**config.mk**
```make
export PLATFORM = sky130hd
export DESIGN_NAME = rx_stream_ctrl
export DESIGN_NICKNAME = d
export VERILOG_FILES = /design/src/rtl/rxs_pkg.sv /design/src/rtl/rxs_regs.sv /design/src/rtl/rxs_sample_src.sv /design/src/rtl/rxs_engine.sv /design/src/rtl/rx_stream_ctrl.sv
export SDC_FILE = /design/constraint.sdc
export NUM_CORES = 1
export LEC_CHECK = 0
export BUFFER_PORTS_ARGS = -buffer_cell sky130_fd_sc_hd__buf_4
export CELL_PAD_IN_SITES_DETAIL_PLACEMENT = 0
export CELL_PAD_IN_SITES_GLOBAL_PLACEMENT = 2
export CORE_UTILIZATION = 29
export CTS_BUF_LIST = sky130_fd_sc_hd__clkbuf_8
export DETAILED_ROUTE_END_ITERATION = 8
export HOLD_SLACK_MARGIN = 0.05
export PLACE_DENSITY_LB_ADDON = 0.1
export SLEW_MARGIN = 40
export SYNTH_ARGS = -nofsm -noshare
export SYNTH_HDL_FRONTEND = slang
export SYNTH_HIERARCHICAL = 1
export SYNTH_SLANG_ARGS = --single-unit
export TNS_END_PERCENT = 5
```
**constraint.sdc**
```tcl
create_clock -name clk -period 3.8 [get_ports clk]
set_input_delay 0.38 -clock clk [delete_from_list [all_inputs] [get_ports clk]]
set_output_delay 0.38 -clock clk [all_outputs]
set_load 0.03 [all_outputs]
```
**src/rtl/rxs_pkg.sv**
```systemverilog
package rxs_pkg;
  // Command codes after the timed flag (bit 31) is stripped
  localparam logic [30:0] CODE_STOP   = 31'd0;
  localparam logic [30:0] CODE_FINITE = 31'd1;
  localparam logic [30:0] CODE_CONT   = 31'd2;

  typedef enum logic [1:0] {
    OP_NONE,
    OP_STOP,
    OP_FINITE,
    OP_CONT
  } rxs_op_e;
endpackage

```
**src/rtl/rxs_regs.sv**
```systemverilog
module rxs_regs
  import rxs_pkg::*;
#(
  parameter int unsigned ADDR_W     = 20,
  parameter int unsigned BASE_ADDR  = 32'h1000,
  parameter int unsigned CH_STRIDE  = 32'h80,
  parameter int unsigned LEN_W      = 16
) (
  input  logic              clk,
  input  logic              rst_n,
  input  logic              wr_en,
  input  logic [ADDR_W-1:0] wr_addr,
  input  logic [31:0]       wr_data,
  output logic [LEN_W-1:0]  cfg_maxw,
  output logic [63:0]       cfg_count,
  output logic [63:0]       cfg_ts,
  output rxs_op_e           op,
  output logic              op_timed,
  output logic              err
);
  localparam int unsigned OFS_W = $clog2(CH_STRIDE);
  localparam logic [ADDR_W-1:0] BASE_A   = ADDR_W'(BASE_ADDR);
  localparam logic [ADDR_W-1:0] STRIDE_A = ADDR_W'(CH_STRIDE);
  localparam logic [OFS_W-1:0] OFS_CMD   = OFS_W'(8'h14);
  localparam logic [OFS_W-1:0] OFS_CNT_L = OFS_W'(8'h18);
  localparam logic [OFS_W-1:0] OFS_CNT_H = OFS_W'(8'h1C);
  localparam logic [OFS_W-1:0] OFS_TS_L  = OFS_W'(8'h20);
  localparam logic [OFS_W-1:0] OFS_TS_H  = OFS_W'(8'h24);
  localparam logic [OFS_W-1:0] OFS_MAXW  = OFS_W'(8'h28);

  logic [ADDR_W-1:0] rel;
  logic              hit;
  logic [OFS_W-1:0]  ofs;
  logic [30:0]       code;
  logic              cmd_wr;

  assign rel    = wr_addr - BASE_A;
  // only channel 0 (first stride of the window) is decoded
  assign hit    = wr_en && (wr_addr >= BASE_A) && (rel < STRIDE_A);
  assign ofs    = rel[OFS_W-1:0];
  assign code   = wr_data[30:0];
  assign cmd_wr = hit && (ofs == OFS_CMD);

  always_ff @(posedge clk) begin
    if (!rst_n) begin
      cfg_maxw  <= '0;
      cfg_count <= '0;
      cfg_ts    <= '0;
    end else if (hit) begin
      case (ofs)
        OFS_CNT_L: cfg_count[31:0]  <= wr_data;
        OFS_CNT_H: cfg_count[63:32] <= wr_data;
        OFS_TS_L:  cfg_ts[31:0]     <= wr_data;
        OFS_TS_H:  cfg_ts[63:32]    <= wr_data;
        OFS_MAXW:  cfg_maxw         <= wr_data[LEN_W-1:0];
        default: ;
      endcase
    end
  end

  always_comb begin
    op       = OP_NONE;
    op_timed = wr_data[31];
    if (cmd_wr) begin
      case (code)
        CODE_STOP:   op = OP_STOP;
        CODE_FINITE: op = OP_FINITE;
        CODE_CONT:   op = OP_CONT;
        default:     op = OP_NONE;
      endcase
    end
  end

  always_ff @(posedge clk) begin
    if (!rst_n)
      err <= 1'b0;
    else if (cmd_wr && (code > CODE_CONT))
      err <= 1'b1;
  end

  // the error flag never falls once raised
  a_r8_err_sticky: assert property (@(posedge clk) disable iff (!rst_n)
    err |=> err);

  // an illegal code on the channel-0 command register raises the flag
  a_r8_bad_code_flags: assert property (@(posedge clk) disable iff (!rst_n)
    (wr_en && (wr_addr == BASE_A + ADDR_W'(8'h14)) && (wr_data[30:0] > 31'd2)) |=> err);
endmodule

```
**src/rtl/rxs_sample_src.sv**
```systemverilog
module rxs_sample_src #(
  parameter int unsigned DATA_W = 32
) (
  input  logic              clk,
  input  logic              rst_n,
  input  logic              advance,
  output logic [DATA_W-1:0] sample
);
  always_ff @(posedge clk) begin
    if (!rst_n)
      sample <= '0;
    else if (advance)
      sample <= sample + DATA_W'(1);
  end

  // one step per accepted word, no more
  a_r10_step: assert property (@(posedge clk) disable iff (!rst_n)
    advance |=> (sample == $past(sample) + DATA_W'(1)));
  a_r10_idle: assert property (@(posedge clk) disable iff (!rst_n)
    !advance |=> $stable(sample));
endmodule

```
**src/rtl/rxs_engine.sv**
```systemverilog
module rxs_engine
  import rxs_pkg::*;
#(
  parameter int unsigned LEN_W = 16
) (
  input  logic             clk,
  input  logic             rst_n,
  input  rxs_op_e          op,
  input  logic             op_timed,
  input  logic [LEN_W-1:0] cfg_maxw,
  input  logic [63:0]      cfg_count,
  input  logic [63:0]      cfg_ts,
  input  logic             m_ready,
  output logic             m_valid,
  output logic             m_sop,
  output logic             m_eop,
  output logic             m_ts_valid,
  output logic [63:0]      m_ts,
  output logic             xfer
);
  localparam logic [LEN_W-1:0] ONE = LEN_W'(1);

  typedef struct packed {
    logic             active;
    logic             cont;
    logic             timed;
    logic             first;
    logic [63:0]      remain;
    logic [LEN_W-1:0] idx;
    logic [LEN_W-1:0] maxw;
    logic [63:0]      ts;
  } strm_t;

  typedef struct packed {
    logic             valid;
    logic             cont;
    logic             timed;
    logic [63:0]      count;
    logic [63:0]      ts;
    logic [LEN_W-1:0] maxw;
  } pend_t;

  strm_t s_q, s_d;
  pend_t p_q, p_d;
  logic  stop_q, stop_d;
  logic  last;
  logic  fin_end;

  function automatic strm_t load_strm(input logic cont, input logic timed,
                                      input logic [63:0] cnt, input logic [63:0] ts,
                                      input logic [LEN_W-1:0] mw);
    strm_t s;
    s.active = cont || (cnt != 64'd0);
    s.cont   = cont;
    s.timed  = timed;
    s.first  = 1'b1;
    s.remain = cnt;
    s.idx    = '0;
    s.maxw   = (mw == '0) ? ONE : mw;
    s.ts     = ts;
    return s;
  endfunction

  assign fin_end = !s_q.cont && (s_q.remain == 64'd1);
  assign last    = (s_q.idx == s_q.maxw - ONE) || fin_end;
  assign xfer    = m_valid && m_ready;

  always_comb begin
    s_d    = s_q;
    p_d    = p_q;
    stop_d = stop_q;
    // accepted word
    if (xfer) begin
      s_d.first = 1'b0;
      if (!s_q.cont) s_d.remain = s_q.remain - 64'd1;
      if (last) begin
        s_d.idx = '0;
        stop_d  = 1'b0;
        if (p_q.valid) begin
          s_d       = load_strm(p_q.cont, p_q.timed, p_q.count, p_q.ts, p_q.maxw);
          p_d.valid = 1'b0;
        end else if (stop_q || fin_end) begin
          s_d.active = 1'b0;
        end
      end else begin
        s_d.idx = s_q.idx + ONE;
      end
    end
    // new command, applied on top of the transfer result
    case (op)
      OP_FINITE, OP_CONT: begin
        stop_d = 1'b0;
        if (!s_d.active) begin
          s_d       = load_strm(op == OP_CONT, op_timed, cfg_count, cfg_ts, cfg_maxw);
          p_d.valid = 1'b0;
        end else begin
          p_d.valid = 1'b1;
          p_d.cont  = (op == OP_CONT);
          p_d.timed = op_timed;
          p_d.count = cfg_count;
          p_d.ts    = cfg_ts;
          p_d.maxw  = cfg_maxw;
        end
      end
      OP_STOP: begin
        p_d.valid = 1'b0;
        if (s_d.active) stop_d = 1'b1;
      end
      default: ;
    endcase
  end

  always_ff @(posedge clk) begin
    if (!rst_n) begin
      s_q    <= '0;
      p_q    <= '0;
      stop_q <= 1'b0;
    end else begin
      s_q    <= s_d;
      p_q    <= p_d;
      stop_q <= stop_d;
    end
  end

  assign m_valid    = s_q.active;
  assign m_sop      = s_q.active && (s_q.idx == '0);
  assign m_eop      = s_q.active && last;
  assign m_ts_valid = s_q.active && s_q.timed && s_q.first;
  assign m_ts       = s_q.ts;

  // a stalled word keeps every control field
  a_r9_hold: assert property (@(posedge clk) disable iff (!rst_n)
    (m_valid && !m_ready) |=> (m_valid && $stable(m_sop) && $stable(m_eop)
                               && $stable(m_ts_valid) && $stable(m_ts)));

  // timestamp only rides on a packet start
  a_r6_ts_on_sop: assert property (@(posedge clk) disable iff (!rst_n)
    m_ts_valid |-> m_sop);

  // after the first accepted word the timestamp never reappears in the stream
  a_r6_ts_once: assert property (@(posedge clk) disable iff (!rst_n)
    (xfer && !last) |=> !m_ts_valid);

  // word index stays within the captured limit
  a_r5_idx_bound: assert property (@(posedge clk) disable iff (!rst_n)
    m_valid |-> (s_q.idx < s_q.maxw));

  // continuous packets end only at full length
  a_r7_full_len: assert property (@(posedge clk) disable iff (!rst_n)
    (m_eop && s_q.cont) |-> (s_q.idx == s_q.maxw - ONE));

  // a finished finite stream with nothing pending goes idle
  a_r4_finite_done: assert property (@(posedge clk) disable iff (!rst_n)
    (xfer && fin_end && !p_q.valid && (op == OP_NONE)) |=> !m_valid);
endmodule

```
**src/rtl/rx_stream_ctrl.sv**
```systemverilog
module rx_stream_ctrl
  import rxs_pkg::*;
#(
  parameter int unsigned ADDR_W    = 20,
  parameter int unsigned DATA_W    = 32,
  parameter int unsigned LEN_W     = 16,
  parameter int unsigned BASE_ADDR = 32'h1000,
  parameter int unsigned CH_STRIDE = 32'h80
) (
  input  logic              clk,
  input  logic              rst_n,
  input  logic              reg_wr,
  input  logic [ADDR_W-1:0] reg_addr,
  input  logic [31:0]       reg_wdata,
  output logic              m_valid,
  input  logic              m_ready,
  output logic [DATA_W-1:0] m_data,
  output logic              m_sop,
  output logic              m_eop,
  output logic              m_ts_valid,
  output logic [63:0]       m_ts,
  output logic              cmd_err
);
  logic [LEN_W-1:0] cfg_maxw;
  logic [63:0]      cfg_count;
  logic [63:0]      cfg_ts;
  rxs_op_e          op;
  logic             op_timed;
  logic             xfer;

  rxs_regs #(
    .ADDR_W   (ADDR_W),
    .BASE_ADDR(BASE_ADDR),
    .CH_STRIDE(CH_STRIDE),
    .LEN_W    (LEN_W)
  ) u_regs (
    .clk      (clk),
    .rst_n    (rst_n),
    .wr_en    (reg_wr),
    .wr_addr  (reg_addr),
    .wr_data  (reg_wdata),
    .cfg_maxw (cfg_maxw),
    .cfg_count(cfg_count),
    .cfg_ts   (cfg_ts),
    .op       (op),
    .op_timed (op_timed),
    .err      (cmd_err)
  );

  rxs_engine #(
    .LEN_W(LEN_W)
  ) u_engine (
    .clk       (clk),
    .rst_n     (rst_n),
    .op        (op),
    .op_timed  (op_timed),
    .cfg_maxw  (cfg_maxw),
    .cfg_count (cfg_count),
    .cfg_ts    (cfg_ts),
    .m_ready   (m_ready),
    .m_valid   (m_valid),
    .m_sop     (m_sop),
    .m_eop     (m_eop),
    .m_ts_valid(m_ts_valid),
    .m_ts      (m_ts),
    .xfer      (xfer)
  );

  rxs_sample_src #(
    .DATA_W(DATA_W)
  ) u_src (
    .clk    (clk),
    .rst_n  (rst_n),
    .advance(xfer),
    .sample (m_data)
  );

  // a stalled word keeps its data
  a_r9_data_hold: assert property (@(posedge clk) disable iff (!rst_n)
    (m_valid && !m_ready) |=> $stable(m_data));
endmodule

```
; ---- Word-level counts from Yosys, hierarchy flattened
; Index checks and enable logic that the tools add are counted.
[op_classes]
addsub = 5
eq_ne = 13
shift = 0
bitwise_logic = 0
n_mul = 0
order_cmp = 3
n_div = 0
n_mux = 22
n_reduce_logical = 31
[ops]
columns = cell, n
row1 = 164-bit 2-to-1 mux, 3
row2 = 163-bit 2-to-1 mux, 1
row3 = 64-bit nonzero test, 2
row4 = 80-bit 2-to-1 mux, 1
row5 = 68-bit 2-to-1 mux, 1
row6 = "64-bit by 1-bit equality test with 1-bit output, second input constant", 1
row7 = 64-bit 2-to-1 mux, 1
row8 = "64-bit by 1-bit subtractor with 64-bit output, second input constant", 1
row9 = 16-bit logical NOT, 3
row10 = 16-bit 2-to-1 mux, 3
row11 = "32-bit by 1-bit adder with 32-bit output, second input constant", 1
row12 = "31-bit by 1-bit equality test with 1-bit output, second input constant", 1
row13 = "31-bit by 2-bit equality test with 1-bit output, second input constant", 1
row14 = "31-bit by 2-bit greater-than comparator with 1-bit output, second input constant", 1
row15 = 31-bit logical NOT, 1
row16 = "7-bit by 5-bit equality test with 1-bit output, second input constant", 3
row17 = "7-bit by 6-bit equality test with 1-bit output, second input constant", 3
row18 = "20-bit by 13-bit >= comparator with 1-bit output, second input constant", 1
row19 = "20-bit by 8-bit less-than comparator with 1-bit output, second input constant", 1
row20 = "20-bit by 13-bit subtractor with 20-bit output, second input constant", 1
row21 = "16-bit by 1-bit adder with 16-bit output, second input constant", 1
row22 = 16-bit equality test, 1
row23 = "16-bit by 1-bit subtractor with 16-bit output, second input constant", 1
row24 = 2-bit AND reduction, 7
row25 = other kinds (11), 33
[totals]
output_inout_bits = 101
word_cells = 96
reg_bits = 489
rom_bits = 0
input_bits = 56
latchBits = 0
n_memories = 0
ramBits = 0

; ---- Logic depth before layout (Yosys ltp)
; Gate-level depths: netlist of run 1.
[logic_depth]
depth_word = 9
depth_mapped = 14
mapped_depth_nobuf = 11

; ---- Cells and area by module
; Netlist of run 1, hierarchy kept.
[modules_own_cells]
columns = mod, area_each_um2, instances, cells_per_inst, seq_area_each_um2
row1 = rxs_engine, 15982.8, 1, 2095, 6246.0
row2 = rxs_regs, 5505.3, 1, 538, 2902.8
row3 = rxs_sample_src, 1562.7, 1, 176, 640.6

; ---- Worst setup path before layout of run 1
; No wires, ideal clock.
[synth_timing]
path_kind = reg-to-reg
startpoint = register u_engine/s_q[66] in the netlist's numbering
endpoint = register u_engine/s_q[144] in the netlist's numbering
required_ps = 3666
t_arrival_ps = 3104
stages_incl_launch_ff = 14
setup_ps = 134
slack_ps = 562
synth_period_minus_slack_ps = 3238
path_buffers = 4
cell_sequence = dfxtp_1 -> buf_6 -> or4_1 -> buf_2 -> or4_1 -> nor3_2 -> a311oi_2 -> nor4_2 -> o21ai_1 -> buf_6 -> buf_6 -> mux2_4 -> o22ai_1 -> a21oi_1
[synth_via]
elab_chain_cells = 7
[synth_rtl]
columns = element, line
row1 = from (decl), rxs_engine.sv:43  ; strm_t s_q, s_d;
row2 = from (signal assigned), rxs_engine.sv:115  ; s_q <= '0;
row3 = from (signal assigned), rxs_engine.sv:119  ; s_q <= s_d;
row4 = 16-bit by 1-bit subtractor with 16-bit output (*), rxs_engine.sv:65  ; assign last = (s_q.idx == s_q.maxw - ONE) || fin_end;
row5 = 16-bit equality test (*), rxs_engine.sv:65
row6 = 1-bit logical OR (*), rxs_engine.sv:65
row7 = 68-bit 2-to-1 mux (*), rxs_engine.sv:76  ; if (last) begin
row8 = 164-bit 2-to-1 mux (*), rxs_engine.sv:73  ; if (xfer) begin
row9 = 164-bit 2-to-1 mux, rxs_engine.sv:93  ; if (!s_d.active) begin
row10 = 164-bit 2-to-1 mux (*), rxs_engine.sv:90  ; case (op)
; Mark *: on every way between the ends. The rest lies on a longest branch, timed or not.
; A chain may end at the register's enable or synchronous reset.

; ---- Final worst setup path of run 1
[layout_timing]
startpoint = register u_engine/s_q[127] in the netlist's numbering
endpoint = output m_eop
[layout_via]
elab_chain_cells = 4
[layout_rtl]
columns = element, line
row1 = 64-bit by 1-bit equality test with 1-bit output, rxs_engine.sv:64  ; assign fin_end = !s_q.cont && (s_q.remain == 64'd1);
row2 = 1-bit logical AND, rxs_engine.sv:64
row3 = 1-bit logical OR, rxs_engine.sv:65
row4 = 1-bit logical AND, rxs_engine.sv:127  ; assign m_eop = s_q.active && last;
row5 = to (decl), rx_stream_ctrl.sv:19  ; output logic m_eop,
; No other way between the ends.

==> results of run 1 <==
## cell usage after synthesis (all sizes together) (10+ instances only)
master	instances	area [um^2]
or3	32	200
buf	133	943
o41ai	18	184
clkbuf	141	529
dfxtp	489	9790
nand4	32	206
xnor2	20	175
nand2	734	2760
o21ai	154	778
nor4	76	561
and3	18	114
a31oi	99	619
nand3	64	330
a21oi	98	490
mux2	30	353
nor2	83	314
nand2b	14	87.6
a21boi	152	1140
o31ai	12	90.1
nor3	41	220
or2	10	62.6
or4	19	150
o22ai	38	238
xor2	26	228
mux2i	150	1500
inv	23	86.3
## kinds of logic after synthesis
logic type,count (synthesis)
AO/OA/AOI/OAI,630
buffers and inverters,297
XOR/XNOR,46
AND/OR/NAND/NOR,1161
adder cells (fa/ha/maj),6
flip-flops,489
multiplexers,180
## report_power, final
part,switching [mW],internal (mW),leakage [nW]
sequential,0.00000124,5.13,3.94
combinational,0.218,0.100,5.45
clock,2.45,2.89,1.10
total,2.67,8.12,10.5
## critical path, delay by kind of cell (launching register included)
| family | cells | cell delay [ps] |
|---|---|---|
| simple gates | 7 | 2100 |
| flops | 1 | 330 |
| buf+inv | 1 | 170 |
## registers in the layout, indices dropped and copies added (netlist names), 16 cells and up
name              cells
u_regs/cfg_maxw      16
u_engine/p_q        147
u_regs/cfg_count     64
u_engine/s_q         99
u_src/sample         32
u_engine/m_ts        64
u_regs/cfg_ts        64
## repair_timing
action / 4_1_cts / 5_1_grt
setup buffers: 6 / 0
hold buffers: 4 / 0
pin swaps: 7 / 0
gates resized for setup: 12 / 1
setup endpoints to repair: 1 / 85
endpoints found under the hold margin: 6 / 0
## cell type report
cell class | instances | area [um^2] | share of cell area, %
Antenna cell | 2 | 5.00 | 0.0183
Clock buffer | 122 | 1680 | 6.12
Clock inverter | 45 | 245 | 0.894
Inverter | 23 | 86.3 | 0.315
Multi-Input combinational cell | 2023 | 11900 | 43.2
Sequential cell | 489 | 9790 | 35.7
Tap cell | 1050 | 1310 | 4.79
Timing Repair Buffer | 273 | 2440 | 8.91
## layer usage
metal  vias to the layer above  share of wire (%)  wire length (um)
li1                      10000                  -                 -
met4                         0                2.2              1890
met5                         -                  0                 0
met2                       446                 45             39300
met1                     10100                 49             43000
met3                       117                3.8              3340
## stage by stage
stage	hold WS (ps)	setup TNS (ps)
6_report	121	0
5_1_grt	146	-2280
4_1_cts	125	0
3_5_place_dp	445	0
3_3_place_gp	440	0
2_1_floorplan	435	0
## final timing paths
path,from,endpoint,cells past startpoint
max,u_engine/s_q[127],m_eop,8
min,rst_n,u_src/sample[31],3
max reg2reg,u_engine/s_q[127],u_engine/s_q[127],12
min reg2reg,u_engine/p_q[52],u_engine/p_q[52],2
==> impl_metrics.sql, run 1 <==
INSERT INTO impl_metrics (metric_group, metric, value, unit) VALUES
('power', 'ir_worst_vdd', '0.294', 'mV'),
('min_path', 'holdCritPathClass', 'input pin to flip-flop', ''),
('logic_synthesis', 'post_synthesis_sequential_element_count', '489', ''),
('logic_synthesis', 'postSynth.topFlopCell', 'sky130_fd_sc_hd__dfxtp_1', ''),
('cts', 'max-clock-path-buffers', '3', ''),
('sta', 'timing.final.ws_setup', '113', 'ps'),
('sta', 'finalSetupViolCount', '0', ''),
('floorplan', 'chipHeight', '284', 'um'),
('finish', 'final_cells', '4027', ''),
('logic_synthesis', 'synth_sequential_area_ratio', '42.5', '%'),
('finish', 'design_area', '27400', 'um^2'),
('logic_synthesis', 'synth-edff-count', '0', ''),
('sta', 'timing.final.crit_period', '3690', 'ps'),
('logic_synthesis', 'synth.avg_cell_area', '8.21', 'um^2'),
('critical_path', 'setup.reg_to_reg.worst_slack', '200', 'ps'),
('logic_synthesis', 'share_of_cell_area_taken_by_muxes_after_synthesis', '8.04', '%'),
('critical_path', 'timing.setup.critical_path_class', 'flip-flop to output pin', ''),
('run', 'drv.max_cap_violation_count', '0', ''),
('cts', 'number_of_buffers_created_by_cts', '96', ''),
('power', 'power.density', '393', 'nW/um^2'),
('placement', 'pre_cts_ws', '20.6', 'ps'),
('global_routing', 'globalRouteOverflowTotal', '0', ''),
('global_routing', 'globalRouteMet3Util', '3.14', '%'),
('drt', 'detail-route-antenna-nets', '0', ''),
('sta', 'final_max_slew_viol_count', '0', ''),
('sta', 'grt_setup_unrepaired', 'true', ''),
('drt', 'post_drt_via_cell_ratio', '5.15', ''),
('logic_synthesis', 'ys_warn_count', '6', ''),
('cts', 'tritoncts', 'done', ''),
('logic_synthesis', 'synthAdderAreaFrac', '0.326', '%'),
('cts', 'path_clk_slew', '60', 'ps'),
('sta', 'fmax', '271', 'MHz'),
('logic_synthesis', 'synthCells', '2809', ''),
('power', 'totalPowerFinal', '10.8', 'mW'),
('critical_path', 'crit_path_largest_cell_delay', '550', 'ps'),
('floorplan', 'rows', '103', ''),
('logic_synthesis', 'synth_simple_gate_area_share', '23.0', '%'),
('logic_synthesis', 'postSynthNetCount', '2871', ''),
('floorplan', 'core_area', '78900', 'um^2'),
('critical_path', 'timing.critical_path.required', '3420', 'ps'),
('logic_synthesis', 'synth-async-reset-ratio', '0', '%'),
('run_status', 'result_of_the_run', 'completed', ''),
('logic_synthesis', 'syn-cell-area', '23100', 'um^2'),
('placement', 'place_hpwl', '57600', 'um'),
('drt', 'drtIter0Drc', '1280', ''),
('global_routing', 'grt_start_max_net_pins', '132', ''),
('global_routing', 'grt_antenna_before_repair', '3', ''),
('logic_synthesis', 'ys_types', '79', ''),
('global_routing', 'grt_pass1_vias', '20300', ''),
('cts', 'cts.sink_count', '489', ''),
('placement', 'port_buffers', '156', ''),
('placement', 'dpl_cell_area', '25300', 'um^2'),
('finish', 'area_growth_from_synthesis_to_final_layout', '18.9', '%'),
('finish', 'layout.nets', '2968', ''),
('finish', 'layout_commonest_cell', 'sky130_fd_sc_hd__nand2_1', ''),
('drt', 'avgRoutedWirePerCell', '21.7', 'um'),
('logic_synthesis', 'yosys.area_share.xor_xnor', '1.75', '%'),
('power', 'leakagePower', '10.5', 'nW'),
('critical_path', 'critical_path.slowest_cell', 'sky130_fd_sc_hd__or4_4', ''),
('sta', 'worst-slew-pin-transition', '857', 'ps'),
('finish', 'n_fill_cell', '8309', ''),
('sta', 'timing.max_slew.rel_slack', '42.7', '%'),
('drt', 'post_route_wl', '87500', 'um'),
('critical_path', 'critical_path.cell_chain', 'or4_4 -> or4_4 -> nor4_4 -> nand3_2 -> nor4_4 -> nor2_4 -> nor2b_1 -> buf_4', ''),
('placement', 'gpl.final_weighted_congestion', '0.823', ''),
('global_routing', 'grtUsageTotal', '21.3', '%'),
('critical_path', 'setup.worst_path.end_class', 'output pin', ''),
('sta', 'clock_skew', '44.4', 'ps'),
('global_routing', 'grt-busiest-layer', 'met2', ''),
('sta', 'layout_worst_path_cycle_share', '97.0', '%'),
('cts', 'clk-insertion-delay-late', '710', 'ps');
Power figures use the tool's default switching activity.
==> run 2, diff against run 1 <==
==> constraint.sdc (replaced) <==
create_clock -name clk -period 4.19 [get_ports clk]
set_input_delay 0.419 -clock clk [delete_from_list [all_inputs] [get_ports clk]]
set_output_delay 0.419 -clock clk [all_outputs]
set_load 0.03 [all_outputs]
==> run 2 against run 1 <==
Sequential cell count stayed put. Count of clock-buffer cells in the layout is 6 lower. Combinational power is 8.5% lower. Register-to-register slack better by 220 ps. Sequential share of layout area is 0.86 points higher. Clock power is 13% lower. Critical path type unchanged. Highest routed layer is now met5.
==> impl_metrics.sql, run 2 (synthesized netlist as in run 1, its figures left out) <==
INSERT INTO impl_metrics (metric_group, metric, value, unit) VALUES
('finish', 'sequential_cell_area', '9790', 'um^2'),
('sta', 'worst-slew-pin-transition', '738', 'ps'),
('critical_path', 'critical_path.cell_chain', 'or4_4 -> or4_1 -> nor3_2 -> a311oi_2 -> nor4_2 -> buf_4 -> nor2_1 -> buf_4 -> nor2b_1 -> buf_4', ''),
('global_routing', 'grt_start_max_net_pins', '114', ''),
('global_routing', 'grt.met1_usage', '29.6', '%'),
('global_routing', 'globalRouteOverflowTotal', '0', ''),
('finish', 'final_core_utilization', '34.0', '%'),
('critical_path', 'worst_ep_arrival_time', '3580', 'ps'),
('global_routing', 'grtUsageTotal', '20.8', '%'),
('global_routing', 'globalRouteMet3Util', '3.09', '%'),
('cts', 'path_clk_slew', '50', 'ps'),
('critical_path', 'critical_path.slowest_cell', 'sky130_fd_sc_hd__or4_4', ''),
('global_routing', 'grt_pass1_wl', '129000', 'um'),
('run_status', 'result_of_the_run', 'completed', ''),
('drt', 'drtIter0Drc', '1519', ''),
('floorplan', 'core_area', '78900', 'um^2'),
('sta', 'clock_skew', '56.5', 'ps'),
('power', 'power.density', '359', 'nW/um^2'),
('floorplan', 'ios', '157', ''),
('power', 'leakagePower', '10.1', 'nW'),
('sta', 'timing.setup.tns', '0', 'ps'),
('finish', 'reg.largest.list', 'u_engine/p_q (147), u_engine/s_q (99)', ''),
('placement', 'place_hpwl', '57600', 'um'),
('critical_path', 'cpLargestDelayFamily', 'simple AND/OR/NAND/NOR gates', ''),
('critical_path', 'timing.setup.critical_path_class', 'flip-flop to output pin', ''),
('cts', 'number_of_buffers_created_by_cts', '95', ''),
('cts', 'clk-insertion-delay-late', '700', 'ps'),
('placement', 'port_buffers', '156', ''),
('finish', 'area_growth_from_synthesis_to_final_layout', '16.2', '%'),
('floorplan', 'chipHeight', '284', 'um'),
('global_routing', 'grtUsageMet2', '31.7', '%'),
('global_routing', 'grt-busiest-layer', 'met2', ''),
('power', 'ir_worst_vdd', '0.194', 'mV'),
('critical_path', 'crit_path_largest_cell_delay', '610', 'ps'),
('floorplan', 'area_enclosed_by_the_die_boundary', '80600', 'um^2'),
('critical_path', 'path_max_fanout', '7', ''),
('drt', 'avgRoutedWirePerCell', '21.6', 'um'),
('drt', 'detail_route.first_pass.iterations', '6', ''),
('critical_path', 'critPathBufInv', '3', ''),
('sta', 'fmax', '250', 'MHz'),
('critical_path', 'timing.critical_path.required', '3770', 'ps'),
('cts', 'root_buffer', 'sky130_fd_sc_hd__clkbuf_8', ''),
('global_routing', 'grt_pass1_vias', '19800', ''),
('run', 'drv.max_cap_violation_count', '0', ''),
('critical_path', 'critPathMostFrequentCell', 'sky130_fd_sc_hd__buf_4', ''),
('finish', 'final_cell_mix', 'sky130_fd_sc_hd__nand2_1 (732), sky130_fd_sc_hd__dfxtp_1 (487), sky130_fd_sc_hd__buf_4 (198)', ''),
('finish', 'layout_commonest_cell', 'sky130_fd_sc_hd__nand2_1', ''),
('sta', 'final-hold-violation-count', '0', ''),
('finish', 'max_flop_register', 'u_engine/p_q', ''),
('cts', 'cts.sink_count', '489', ''),
('global_routing', 'grt_antenna_before_repair', '3', ''),
('sta', 'final_max_slew_viol_count', '0', ''),
('floorplan', 'effective_utilization_at_floorplan', '29.2', '%'),
('sta', 'layout_worst_path_cycle_share', '95.5', '%'),
('finish', 'n_fill_cell', '8289', ''),
('placement', 'gpl.final_weighted_congestion', '0.848', ''),
('sta', 'timing.final.ws_setup', '190', 'ps'),
('sta', 'timing.max_slew.rel_slack', '50.8', '%'),
('critical_path', 'setup.worst_path.end_class', 'output pin', ''),
('cts', 'max-clock-path-buffers', '3', ''),
('cts', 'cts.repair_timing.setup_buffer_count', '0', ''),
('sta', 'timing.final.crit_period', '4000', 'ps'),
('drt', 'num_vias', '20500', ''),
('drt', 'post_drt_via_cell_ratio', '5.16', ''),
('finish', 'largest_reg_flops', '147', ''),
('finish', 'layout.nets', '2915', ''),
('power', 'totalPowerFinal', '9.61', 'mW'),
('finish', 'area_occupied_by_multi_input_gates', '11800', 'um^2'),
('finish', 'share_of_final_layout_standard_cells_stronger_than_drive_strength_1', '14.5', '%'),
('placement', 'pre_cts_ws', '264', 'ps'),
('drt', 'drc', '0', ''),
('floorplan', 'die_width', '284', 'um'),
('drt', 'post_route_wl', '85800', 'um'),
('cts', 'tritoncts', 'done', ''),
('sta', 'finalSetupViolCount', '0', ''),
('critical_path', 'crit_path_start_kind', 'flip-flop', ''),
('drt', 'detail-route-antenna-nets', '0', ''),
('floorplan', 'rows', '103', ''),
('cts', 'number_of_h_tree_levels', '3', ''),
('min_path', 'holdCritPathClass', 'input pin to flip-flop', '');
run 2: changes by cell type in the layout (fill, tap and decap cells not counted), sizes merged:
cell,before,now
dlygate4sd3,4,2
inv,59,63
buf,269,219
clkinvlp,3,0
diode,2,3
clkbuf,122,116
run 2: metrics by stage:
step / instances / instance area (um^2) / hold WS (ps)
6_report: 3971 / 26800 / 142
3_5_place_dp: 3804 / 24900 / 445
2_1_floorplan: 2809 / 23100 / 435
5_1_grt: 3970 / 26800 / 132
4_1_cts: 3968 / 26700 / 67.4
3_3_place_gp: 3804 / 24900 / 441
run 2: worst register-to-register path: cells and delay by family, from the launching register on:
family	cells	cell delay, ps
AO/OA/AOI/OAI	4	1640
adder cells (fa/ha/maj)	1	310
buffers and inverters	2	440
flip-flops	1	420
AND/OR/NAND/NOR	4	870
run 2: path summary, 6_finish.rpt:
| kind | from | endpoint | slack [ps] | depth (start not counted) |
|---|---|---|---|---|
| max | u_engine/s_q[67] | m_eop | 190 | 10 |
| min reg2reg | u_engine/p_q[34] | u_engine/m_ts[18] | 440 | 2 |
| min | reg_addr[2] | u_regs/err | 140 | 3 |
| max reg2reg | u_engine/s_q[65] | u_engine/p_q[36] | 420 | 11 |
run 2: cell type report:
class / count / area share (%)
Timing Repair Buffer: 221 / 7.18
Inverter: 23 / 0.322
Antenna cell: 3 / 0.0280
Clock buffer: 116 / 5.96
Clock inverter: 46 / 0.869
Multi-Input combinational cell: 2023 / 44.2
Tap cell: 1050 / 4.91
Sequential cell: 489 / 36.6
run 2: power breakdown:
| group | internal [mW] | switching [mW] |
|---|---|---|
| Sequential | 4.65 | 0.00000113 |
| Clock | 2.50 | 2.17 |
| Combinational | 0.0925 | 0.198 |
run 2: layer usage:
layer  wire length (um)  vias up
met1              41900     9942
met5                 10        -
met4               2360        2
li1                   -     9941
met2              37700      489
met3               3890      133
run 2: timing repair:
action,CTS,global route
setup endpoints to repair,1,47
pin swaps,2,1
hold endpoints to repair,3,0
hold buffers,2,0
gates resized for setup,2,7
